### config.mk
export PLATFORM = sky130hd
export DESIGN_NAME = twsm_slave
export DESIGN_NICKNAME = d
export VERILOG_FILES = /design/src/rtl/twsm_pkg.sv /design/src/rtl/twsm_sync.sv /design/src/rtl/twsm_wordctr.sv /design/src/rtl/twsm_slave.sv
export SDC_FILE = /design/constraint.sdc
export NUM_CORES = 1
export LEC_CHECK = 0
export CELL_PAD_IN_SITES_DETAIL_PLACEMENT = 1
export CELL_PAD_IN_SITES_GLOBAL_PLACEMENT = 1
export CORE_MARGIN = 5
export CORE_UTILIZATION = 40
export CTS_CLUSTER_SIZE = 14
export DETAILED_ROUTE_END_ITERATION = 16
export PLACE_DENSITY = 0.77
export SLEW_MARGIN = 20
export SYNTH_ARGS = -nofsm -noshare
export SYNTH_HDL_FRONTEND = slang
export SYNTH_SLANG_ARGS = --single-unit
### constraint.sdc
create_clock -name clk -period 5.75 [get_ports clk]
set_input_delay 1.15 -clock clk [delete_from_list [all_inputs] [get_ports clk]]
set_output_delay 1.15 -clock clk [all_outputs]
set_load 0.02 [all_outputs]
### src/rtl/twsm_pkg.sv
package twsm_pkg;
    localparam int BYTE_W = 8;
    localparam logic [3:0] HDR_TAG = 4'b1010;

    typedef enum logic [2:0] {
        ST_IDLE,
        ST_RX,
        ST_ACK,
        ST_TX,
        ST_MACK
    } st_e;

    typedef enum logic [1:0] {
        RK_HDR,
        RK_WADDR,
        RK_WDATA
    } rk_e;

    typedef struct packed {
        st_e               st;
        rk_e               kind;
        logic [2:0]        cnt;
        logic              full;
        logic [BYTE_W-1:0] sh;
        logic              drv;
        logic              rd;
        logic              pend;
        logic              wv;
        logic              wc;
        logic [BYTE_W-1:0] wa;
        logic [BYTE_W-1:0] wd;
    } regs_t;
endpackage

### src/rtl/twsm_sync.sv
module twsm_sync #(
    parameter int STAGES = 2
) (
    input  logic clk,
    input  logic rst_n,
    input  logic din,
    output logic q,
    output logic rise,
    output logic fall
);
    logic [STAGES-1:0] chain_q, chain_d;
    logic              prev_q, prev_d;

    always_comb begin
        chain_d = {chain_q[STAGES-2:0], din};
        prev_d  = chain_q[STAGES-1];
    end

    always_ff @(posedge clk or negedge rst_n) begin
        if (!rst_n) begin
            chain_q <= '1;
            prev_q  <= 1'b1;
        end else begin
            chain_q <= chain_d;
            prev_q  <= prev_d;
        end
    end

    assign q    = chain_q[STAGES-1];
    assign rise = chain_q[STAGES-1] & ~prev_q;
    assign fall = ~chain_q[STAGES-1] & prev_q;
endmodule

### src/rtl/twsm_wordctr.sv
module twsm_wordctr #(
    parameter int W      = 8,
    parameter int PAGE_W = 3
) (
    input  logic         clk,
    input  logic         rst_n,
    input  logic         load,
    input  logic [W-1:0] load_val,
    input  logic         inc_lin,
    input  logic         inc_page,
    output logic [W-1:0] cur
);
    localparam logic [W-1:0]      ONE_W = W'(1);
    localparam logic [PAGE_W-1:0] ONE_P = PAGE_W'(1);

    logic [W-1:0] cur_q, cur_d;

    always_comb begin
        cur_d = cur_q;
        if (load) begin
            cur_d = load_val;
        end else if (inc_lin) begin
            cur_d = cur_q + ONE_W;
        end else if (inc_page) begin
            cur_d = {cur_q[W-1:PAGE_W], cur_q[PAGE_W-1:0] + ONE_P};
        end
    end

    always_ff @(posedge clk or negedge rst_n) begin
        if (!rst_n) cur_q <= '0;
        else        cur_q <= cur_d;
    end

    assign cur = cur_q;
endmodule

### src/rtl/twsm_slave.sv
module twsm_slave
    import twsm_pkg::*;
#(
    parameter int SYNC_N  = 2,
    parameter int PAGE_W  = 3,
    parameter int STRAP_W = 3
) (
    input  logic              clk,
    input  logic              rst_n,
    input  logic              scl_in,
    input  logic              sda_in,
    output logic              sda_drive_low,
    input  logic [STRAP_W-1:0] strap,
    output logic [BYTE_W-1:0] rd_addr,
    input  logic [BYTE_W-1:0] rd_data,
    output logic              wr_valid,
    output logic [BYTE_W-1:0] wr_addr,
    output logic [BYTE_W-1:0] wr_data,
    output logic              wr_commit,
    input  logic              wr_busy
);
    localparam logic [2:0] LAST_BIT = 3'd7;

    logic scl_q, scl_rise, scl_fall;
    logic sda_q, sda_rise, sda_fall;

    twsm_sync #(.STAGES(SYNC_N)) u_scl (
        .clk(clk), .rst_n(rst_n), .din(scl_in),
        .q(scl_q), .rise(scl_rise), .fall(scl_fall)
    );

    twsm_sync #(.STAGES(SYNC_N)) u_sda (
        .clk(clk), .rst_n(rst_n), .din(sda_in),
        .q(sda_q), .rise(sda_rise), .fall(sda_fall)
    );

    logic start_evt, stop_evt, bus_evt, is_idle, hdr_ok;
    assign start_evt = scl_q & ~scl_rise & sda_fall;
    assign stop_evt  = scl_q & ~scl_rise & sda_rise;
    assign bus_evt   = start_evt | stop_evt;

    regs_t r_q, r_d;

    logic              ctr_load, ctr_inc_lin, ctr_inc_page;
    logic [BYTE_W-1:0] ctr_val, ctr_cur;

    twsm_wordctr #(.W(BYTE_W), .PAGE_W(PAGE_W)) u_ctr (
        .clk(clk), .rst_n(rst_n),
        .load(ctr_load), .load_val(ctr_val),
        .inc_lin(ctr_inc_lin), .inc_page(ctr_inc_page),
        .cur(ctr_cur)
    );

    assign hdr_ok = (r_q.sh[7:4] == HDR_TAG) && (r_q.sh[3:1] == strap) && !wr_busy;

    always_comb begin
        r_d          = r_q;
        r_d.wv       = 1'b0;
        r_d.wc       = 1'b0;
        ctr_load     = 1'b0;
        ctr_val      = r_q.sh;
        ctr_inc_lin  = 1'b0;
        ctr_inc_page = 1'b0;

        if (start_evt) begin
            r_d.st   = ST_RX;
            r_d.kind = RK_HDR;
            r_d.cnt  = '0;
            r_d.full = 1'b0;
            r_d.drv  = 1'b0;
            r_d.pend = 1'b0;
        end else if (stop_evt) begin
            r_d.wc   = r_q.pend;
            r_d.pend = 1'b0;
            r_d.st   = ST_IDLE;
            r_d.drv  = 1'b0;
        end else begin
            case (r_q.st)
                ST_RX: begin
                    if (scl_rise && !r_q.full) begin
                        r_d.sh  = {r_q.sh[BYTE_W-2:0], sda_q};
                        r_d.cnt = r_q.cnt + 3'd1;
                        if (r_q.cnt == LAST_BIT) r_d.full = 1'b1;
                    end else if (scl_fall && r_q.full) begin
                        r_d.full = 1'b0;
                        r_d.cnt  = '0;
                        case (r_q.kind)
                            RK_HDR: begin
                                if (hdr_ok) begin
                                    r_d.st  = ST_ACK;
                                    r_d.drv = 1'b1;
                                    r_d.rd  = r_q.sh[0];
                                end else begin
                                    r_d.st = ST_IDLE;
                                end
                            end
                            RK_WADDR: begin
                                r_d.st   = ST_ACK;
                                r_d.drv  = 1'b1;
                                ctr_load = 1'b1;
                            end
                            default: begin
                                r_d.st       = ST_ACK;
                                r_d.drv      = 1'b1;
                                r_d.wv       = 1'b1;
                                r_d.wa       = ctr_cur;
                                r_d.wd       = r_q.sh;
                                r_d.pend     = 1'b1;
                                ctr_inc_page = 1'b1;
                            end
                        endcase
                    end
                end
                ST_ACK: begin
                    if (scl_fall) begin
                        if (r_q.kind == RK_HDR && r_q.rd) begin
                            r_d.st      = ST_TX;
                            r_d.sh      = rd_data;
                            r_d.drv     = ~rd_data[BYTE_W-1];
                            r_d.cnt     = '0;
                            ctr_inc_lin = 1'b1;
                        end else begin
                            r_d.st   = ST_RX;
                            r_d.drv  = 1'b0;
                            r_d.cnt  = '0;
                            r_d.kind = (r_q.kind == RK_HDR) ? RK_WADDR : RK_WDATA;
                        end
                    end
                end
                ST_TX: begin
                    if (scl_fall) begin
                        if (r_q.cnt == LAST_BIT) begin
                            r_d.st  = ST_MACK;
                            r_d.drv = 1'b0;
                        end else begin
                            r_d.sh  = {r_q.sh[BYTE_W-2:0], 1'b0};
                            r_d.drv = ~r_q.sh[BYTE_W-2];
                            r_d.cnt = r_q.cnt + 3'd1;
                        end
                    end
                end
                ST_MACK: begin
                    if (scl_rise) begin
                        r_d.full = ~sda_q;
                        if (sda_q) r_d.st = ST_IDLE;
                    end else if (scl_fall && r_q.full) begin
                        r_d.full    = 1'b0;
                        r_d.st      = ST_TX;
                        r_d.sh      = rd_data;
                        r_d.drv     = ~rd_data[BYTE_W-1];
                        r_d.cnt     = '0;
                        ctr_inc_lin = 1'b1;
                    end
                end
                default: begin
                    r_d.drv = 1'b0;
                end
            endcase
        end
    end

    always_ff @(posedge clk or negedge rst_n) begin
        if (!rst_n) begin
            r_q.st   <= ST_IDLE;
            r_q.kind <= RK_HDR;
            r_q.cnt  <= '0;
            r_q.full <= 1'b0;
            r_q.sh   <= '0;
            r_q.drv  <= 1'b0;
            r_q.rd   <= 1'b0;
            r_q.pend <= 1'b0;
            r_q.wv   <= 1'b0;
            r_q.wc   <= 1'b0;
            r_q.wa   <= '0;
            r_q.wd   <= '0;
        end else begin
            r_q <= r_d;
        end
    end

    assign is_idle       = (r_q.st == ST_IDLE);
    assign sda_drive_low = r_q.drv;
    assign rd_addr       = ctr_cur;
    assign wr_valid      = r_q.wv;
    assign wr_addr       = r_q.wa;
    assign wr_data       = r_q.wd;
    assign wr_commit     = r_q.wc;
endmodule

# --- Yosys cells after proc, flatten, opt, wreduce, memory -nomap -nowiden ---
# Cells that the tools add are included.
totals:
  register_bits: 52
  latchBits: 0
  ram_bits: 0
  rom_bits: 0
  word_cells: 183
  mem_count: 0
op_classes:
  addsub: 3
  mul: 0
  n_div: 0
  n_lt_le_gt_ge: 0
  n_eq_ne: 37
  shift: 0
  n_mux: 79
  bitwise: 18
  reduce_logical: 28
ops:
  columns: ["cell", "n"]
  rows:
  - ["two-way mux 16 bit", 5]
  - ["two-way mux 8 bit", 6]
  - ["!= test 4 bit (second input constant)", 10]
  - ["two-way mux 3 bit", 12]
  - ["two-way mux 9 bit", 4]
  - ["one-hot mux 8 bit (4 select lines)", 1]
  - ["two-way mux 1 bit", 30]
  - ["one-hot mux 3 bit (4 select lines)", 2]
  - ["two-way mux 18 bit", 1]
  - ["two-way mux 2 bit", 9]
  - ["!= test 2 bit (second input constant)", 9]
  - ["!= test 3 bit (second input constant)", 6]
  - ["two-way mux 4 bit", 4]
  - ["AND reduction 8 bit", 2]
  - ["two-way mux 14 bit", 1]
  - ["AND reduction 7 bit", 2]
  - ["two-way mux 13 bit", 1]
  - ["nonzero test 3 bit", 4]
  - ["NOT 1 bit", 11]
  - ["!= test 5 bit (second input constant)", 2]
  - ["AND reduction 10 bit", 1]
  - ["adder 8 x 1 -> 8 bit (second input constant)", 1]
  - ["AND reduction 4 bit", 2]
  - ["bitwise AND 1 bit", 7]
  - ["21 further kinds", 32]

# --- Longest topological paths before layout ---
logic_depth:
  depth_word: 11
  ltp_mapped: 7

# --- By module ---
# A second synthesis with hierarchy kept.
hier_totals:
  hier_cells: 276
  area_unflattened_um2: 2939.1
by_module_without_submodules:
  columns: ["module", "instances", "cells_each", "area_each_um2", "seq_area_each_um2"]
  rows:
  - ["twsm_slave", 1, 217, 2307.2, 950.9]
  - ["twsm_wordctr", 1, 49, 444.2, 200.2]
  - ["twsm_sync", 2, 5, 93.8, 78.8]

# --- Worst setup path before layout ---
# No wires, ideal clock.
synth_timing:
  path_type: "input to register"
  start: "in strap[1]"
  end: "reg r_q (netlist bit sda_drive_low)"
  t_arrival_ns: 2.148
  required_time_ns: 5.625
  slack_ns: 3.477
  cell_stages: 5
  cell_sequence: "xor2_1 nor3_1 a41o_1 o32ai_1 mux2_2"
synth_between:
  elab_chain_cells: 5
synth_lines:
  columns: ["item", "line_no", "text"]
  rows:
  - ["start: declaration", "twsm_slave.sv:13", "input logic [STRAP_W-1:0] strap,"]
  - ["== test 3 bit", "twsm_slave.sv:54", "assign hdr_ok = (r_q.sh[7:4] == HDR_TAG) && (r_q.sh[3:1] == strap) && !wr_busy;"]
  - ["logical AND 1 bit (2 in series)", "twsm_slave.sv:54", null]
  - ["!= test 5 bit (no source line)", null, null]
  - ["AND reduction 7 bit (no source line)", null, null]
  - ["end signal: assignment", "twsm_slave.sv:177", "r_q <= r_d;"]
  - ["end: declaration", "twsm_slave.sv:42", "regs_t r_q, r_d;"]
# No other way between the ends.
# A chain may end at the register's enable or synchronous reset.

# --- Final worst setup path ---
layout_timing:
  start: "reg r_q[35] in the netlist's numbering"
  end: "reg r_q (netlist bit wr_addr[6])"
layout_between:
  elab_chain_cells: 2
layout_lines:
  columns: ["item", "line_no", "text"]
  rows:
  - ["== test 3 x 1 -> 1 bit", "twsm_slave.sv:78", "case (r_q.st)"]
  - ["AND reduction 6 bit (no source line)", null, null]
# No other way between the ends.

==> results.md <==
- Number of flops mapped to enable cells by yosys: 0
- YS warnings: 0
- Asr flop ratio synth: 1.00
- CTS sink cnt: 52
- Max clock buf depth: 2
- Reg2reg end: wr_addr[6]
- R2R setup slack: 3.10 ns
- R2R cell count: 5
- Die area: 9040 um2
- PortBufs: 42
- Critical Path AT: 2.89 ns
- Crit-path slowest cell: nand3_1
- P_leak: 1.49 nW
- Min cycle time layout: 2.65 ns
- Tot GR Track Use: 0.163
- Chip height: 95.1 um
- RSZ-0062 raised after global routing: no
- Worst hold path class: flip-flop to flip-flop
- Critical Path End Type: flip-flop
- Syn nets: 317
- Metal-1 WL: 3170 um
- Clock Pin Slew Worst Setup and Hold Paths: 0.09 ns
- Hold Buf Count CTS: 0
- Peak VDD IR: 0.240 mV
- Cell count after synthesis: 298
- Critical path launch point: r_q[35]
- Least-Margin Pin Slew: 0.846 ns
- #FFs+latches synth: 52
- Worst reg2reg path startpoint: r_q[35]
- Die X: 95.1 um
- Largest net degree at the start of global routing: 53
- Max Used Layer: met4
- CP dominant cell by count: nand2_1
- Met3 Wirelength: 268 um
- Final ANT Viol Nets: 0
- Hold path start: u_scl.chain_q[0]
- Power per Cell Area: 422 nW/um2
- Final clock period utilization by the worst path: 0.461
- Post_cts resized: 0
- CP Buf/Inv Count: 1
- Clock root cell: clkbuf_8
- Pre-CTS WS: 2.90 ns
- Layout cells sized above 1: 0.141
- WHS Endpoint: u_scl.chain_q[1]
- First drt pass iteration count: 4
- Clock latency on the worst-skew pair: 0.30 ns
- Initial DRC count: 103
- Number of global-route vias before repair: 2307
- Fmax: 378 MHz
- Fin worst setup slack: 3.10 ns
- CTS tree: yes
- Post-placement cell area: 3260 um2
- Max-slew violations: 0
- Setup TNS: 0 ns
- Synth cell types: 50
- Sequential cell area fraction in the yosys report: 0.452
- CP required: 5.99 ns
- Antenna cells: 0
- Max cap viols: 0
- Slew Limit Headroom: 0.435
- Final Cell Area: 3390 um2
- HPWL after DPL: 5160 um
- Hold depth: 0
- RD Place Congestion: 0.818
- Largest cells by area after synthesis: dfrtp_1 (40%), mux2_2 (8.6%), nand2_1 (8.3%)
- Final Hold Fails: 0
- Status: complete, no violations
- Most common library cells after synthesis: nand2_1 (64), dfrtp_1 (46), mux2_2 (22)
- Post-CTS setup buffers: 0
- WL final: 7010 um
- Critical path fanouts, max: 22
- Cell area after synthesis: 2900 um2
- Met2 wire len: 3470 um
- Layout Area Growth over Synthesis: 16.9%
- NumNets Final: 338
- Core region area: 7140 um2
- Worst path top cell family by delay: simple AND/OR/NAND/NOR gates
- Cell Chain, Critical Path: nor3b_1, nand3_1, inv_1, nand2_1, nand2_1
- # H-tree levels: 2
- Slowest cell delay on critical path: 0.68 ns
- Total gr overflow: 0
- Initial core utilization: 0.406
- Mean number of vias per cell: 5.39
- Vias: 2260
- Top-count cell post-synth: nand2_1
- CP Class: flip-flop to flip-flop
- Area leader, netlist: dfrtp_1
- Post-route DRC: 0
- # IOs: 43
- Primary FF master, synth: dfrtp_1
- WL/cell: 16.7 um
- Num CTS Buffers: 5
- Critical Path Source Type: flip-flop
- Setup Skew: 0.00388 ns
- Global-route wire length before repair: 11500 um
- Top cell type's share of synthesized area: 0.398
- Row cnt: 31
- Syn_area_per_cell: 9.72 um2
- Setup-failing EPs final: 0
- Initial antenna violation count: 0
## stage by stage
step | utilization | total power, mW | cells | hold WS, ns
after global routing | 0.474 | 1.53 | 419 | 0.365
after detailed placement | 0.457 | 1.17 | 411 | 0.347
after floorplan | - | 0.997 | 298 | 0.345
after CTS | 0.474 | 1.44 | 419 | 0.362
final | 0.474 | 1.43 | 419 | 0.361
after global placement | 0.457 | 1.15 | 411 | 0.346
## worst max path at each step
| stage | end | slack [ns] | depth (start not counted) |
|---|---|---|---|
| finish | wr_addr[6] | 3.10 | 5 |
| CTS | wr_addr[6] | 3.09 | 5 |
| global placement | sda_drive_low | 2.94 | 6 |
| detailed placement | sda_drive_low | 2.90 | 6 |
| floorplan | sda_drive_low | 3.48 | 5 |
| global route | wr_data[1] | 2.83 | 5 |
## power by group
group / internal (mW) / switching (mW) / total, mW / leakage (nW)
sequential: 0.450 / 0.140 / 0.590 / 0.677
combinational: 0.293 / 0.275 / 0.568 / 0.753
clock: 0.154 / 0.117 / 0.271 / 0.0645
total: 0.896 / 0.532 / 1.43 / 1.49
## area by class of cell
cell class	count	area, um2
clock buffers	7	96.3
clock inverters	1	30.0
fillers	838	3750
inverters	8	30.0
multi-input cells	209	1370
flip-flops and latches	52	1310
well taps	99	124
repair buffers	43	423
## cells by family (layout without fill, tap and decap cells)
group,Yosys count,after routing,synth area share
AO/OA/AOI/OAI,48,48,0.127
XOR/XNOR,5,5,0.0151
adder cells (fa/ha/maj),3,3,0.0130
buffers and inverters,37,59,0.0735
flip-flops,52,52,0.452
multiplexers,27,27,0.103
AND/OR/NAND/NOR,126,126,0.217
## cells in the final DEF (no fill, tap or decap), types with 2 or more instances in the layout
master,n
nand2_1,64
dfrtp_1,46
clkdlybuf4s50_1,41
mux2_2,22
nor2_1,12
o21ai_0,9
inv_1,8
a21oi_1,8
nor3b_1,7
nand3_1,7
clkbuf_8,7
nand2b_1,6
nor3_1,6
dfstp_2,6
and3_1,5
a221o_1,5
mux2i_1,5
nor2b_1,4
a31oi_1,4
xor2_1,3
ha_1,3
and3b_1,2
or3b_1,2
nor3b_2,2
a32oi_1,2
nand4_1,2
or3b_2,2
xnor2_1,2
o32a_1,2
o2bb2ai_1,2
o31ai_1,2
o211ai_1,2
## sequential cells by signal (all words and copies together), names as in the netlist
signal         count
u_scl.chain_q      2
u_ctr.cur          8
wr_addr            8
wr_valid           1
wr_data            8
wr_commit          1
ctr_val            8
u_sda.chain_q      2
r_q               11
u_sda.prev_q       1
u_scl.prev_q       1
sda_drive_low      1
## metal layers
layer	track usage	vias up
met5	0	-
met4	0.0469	0
met3	0.0324	9
met2	0.279	35
met1	0.208	1141
li1	-	1075
Note: power is estimated with default switching activity, not from simulation.
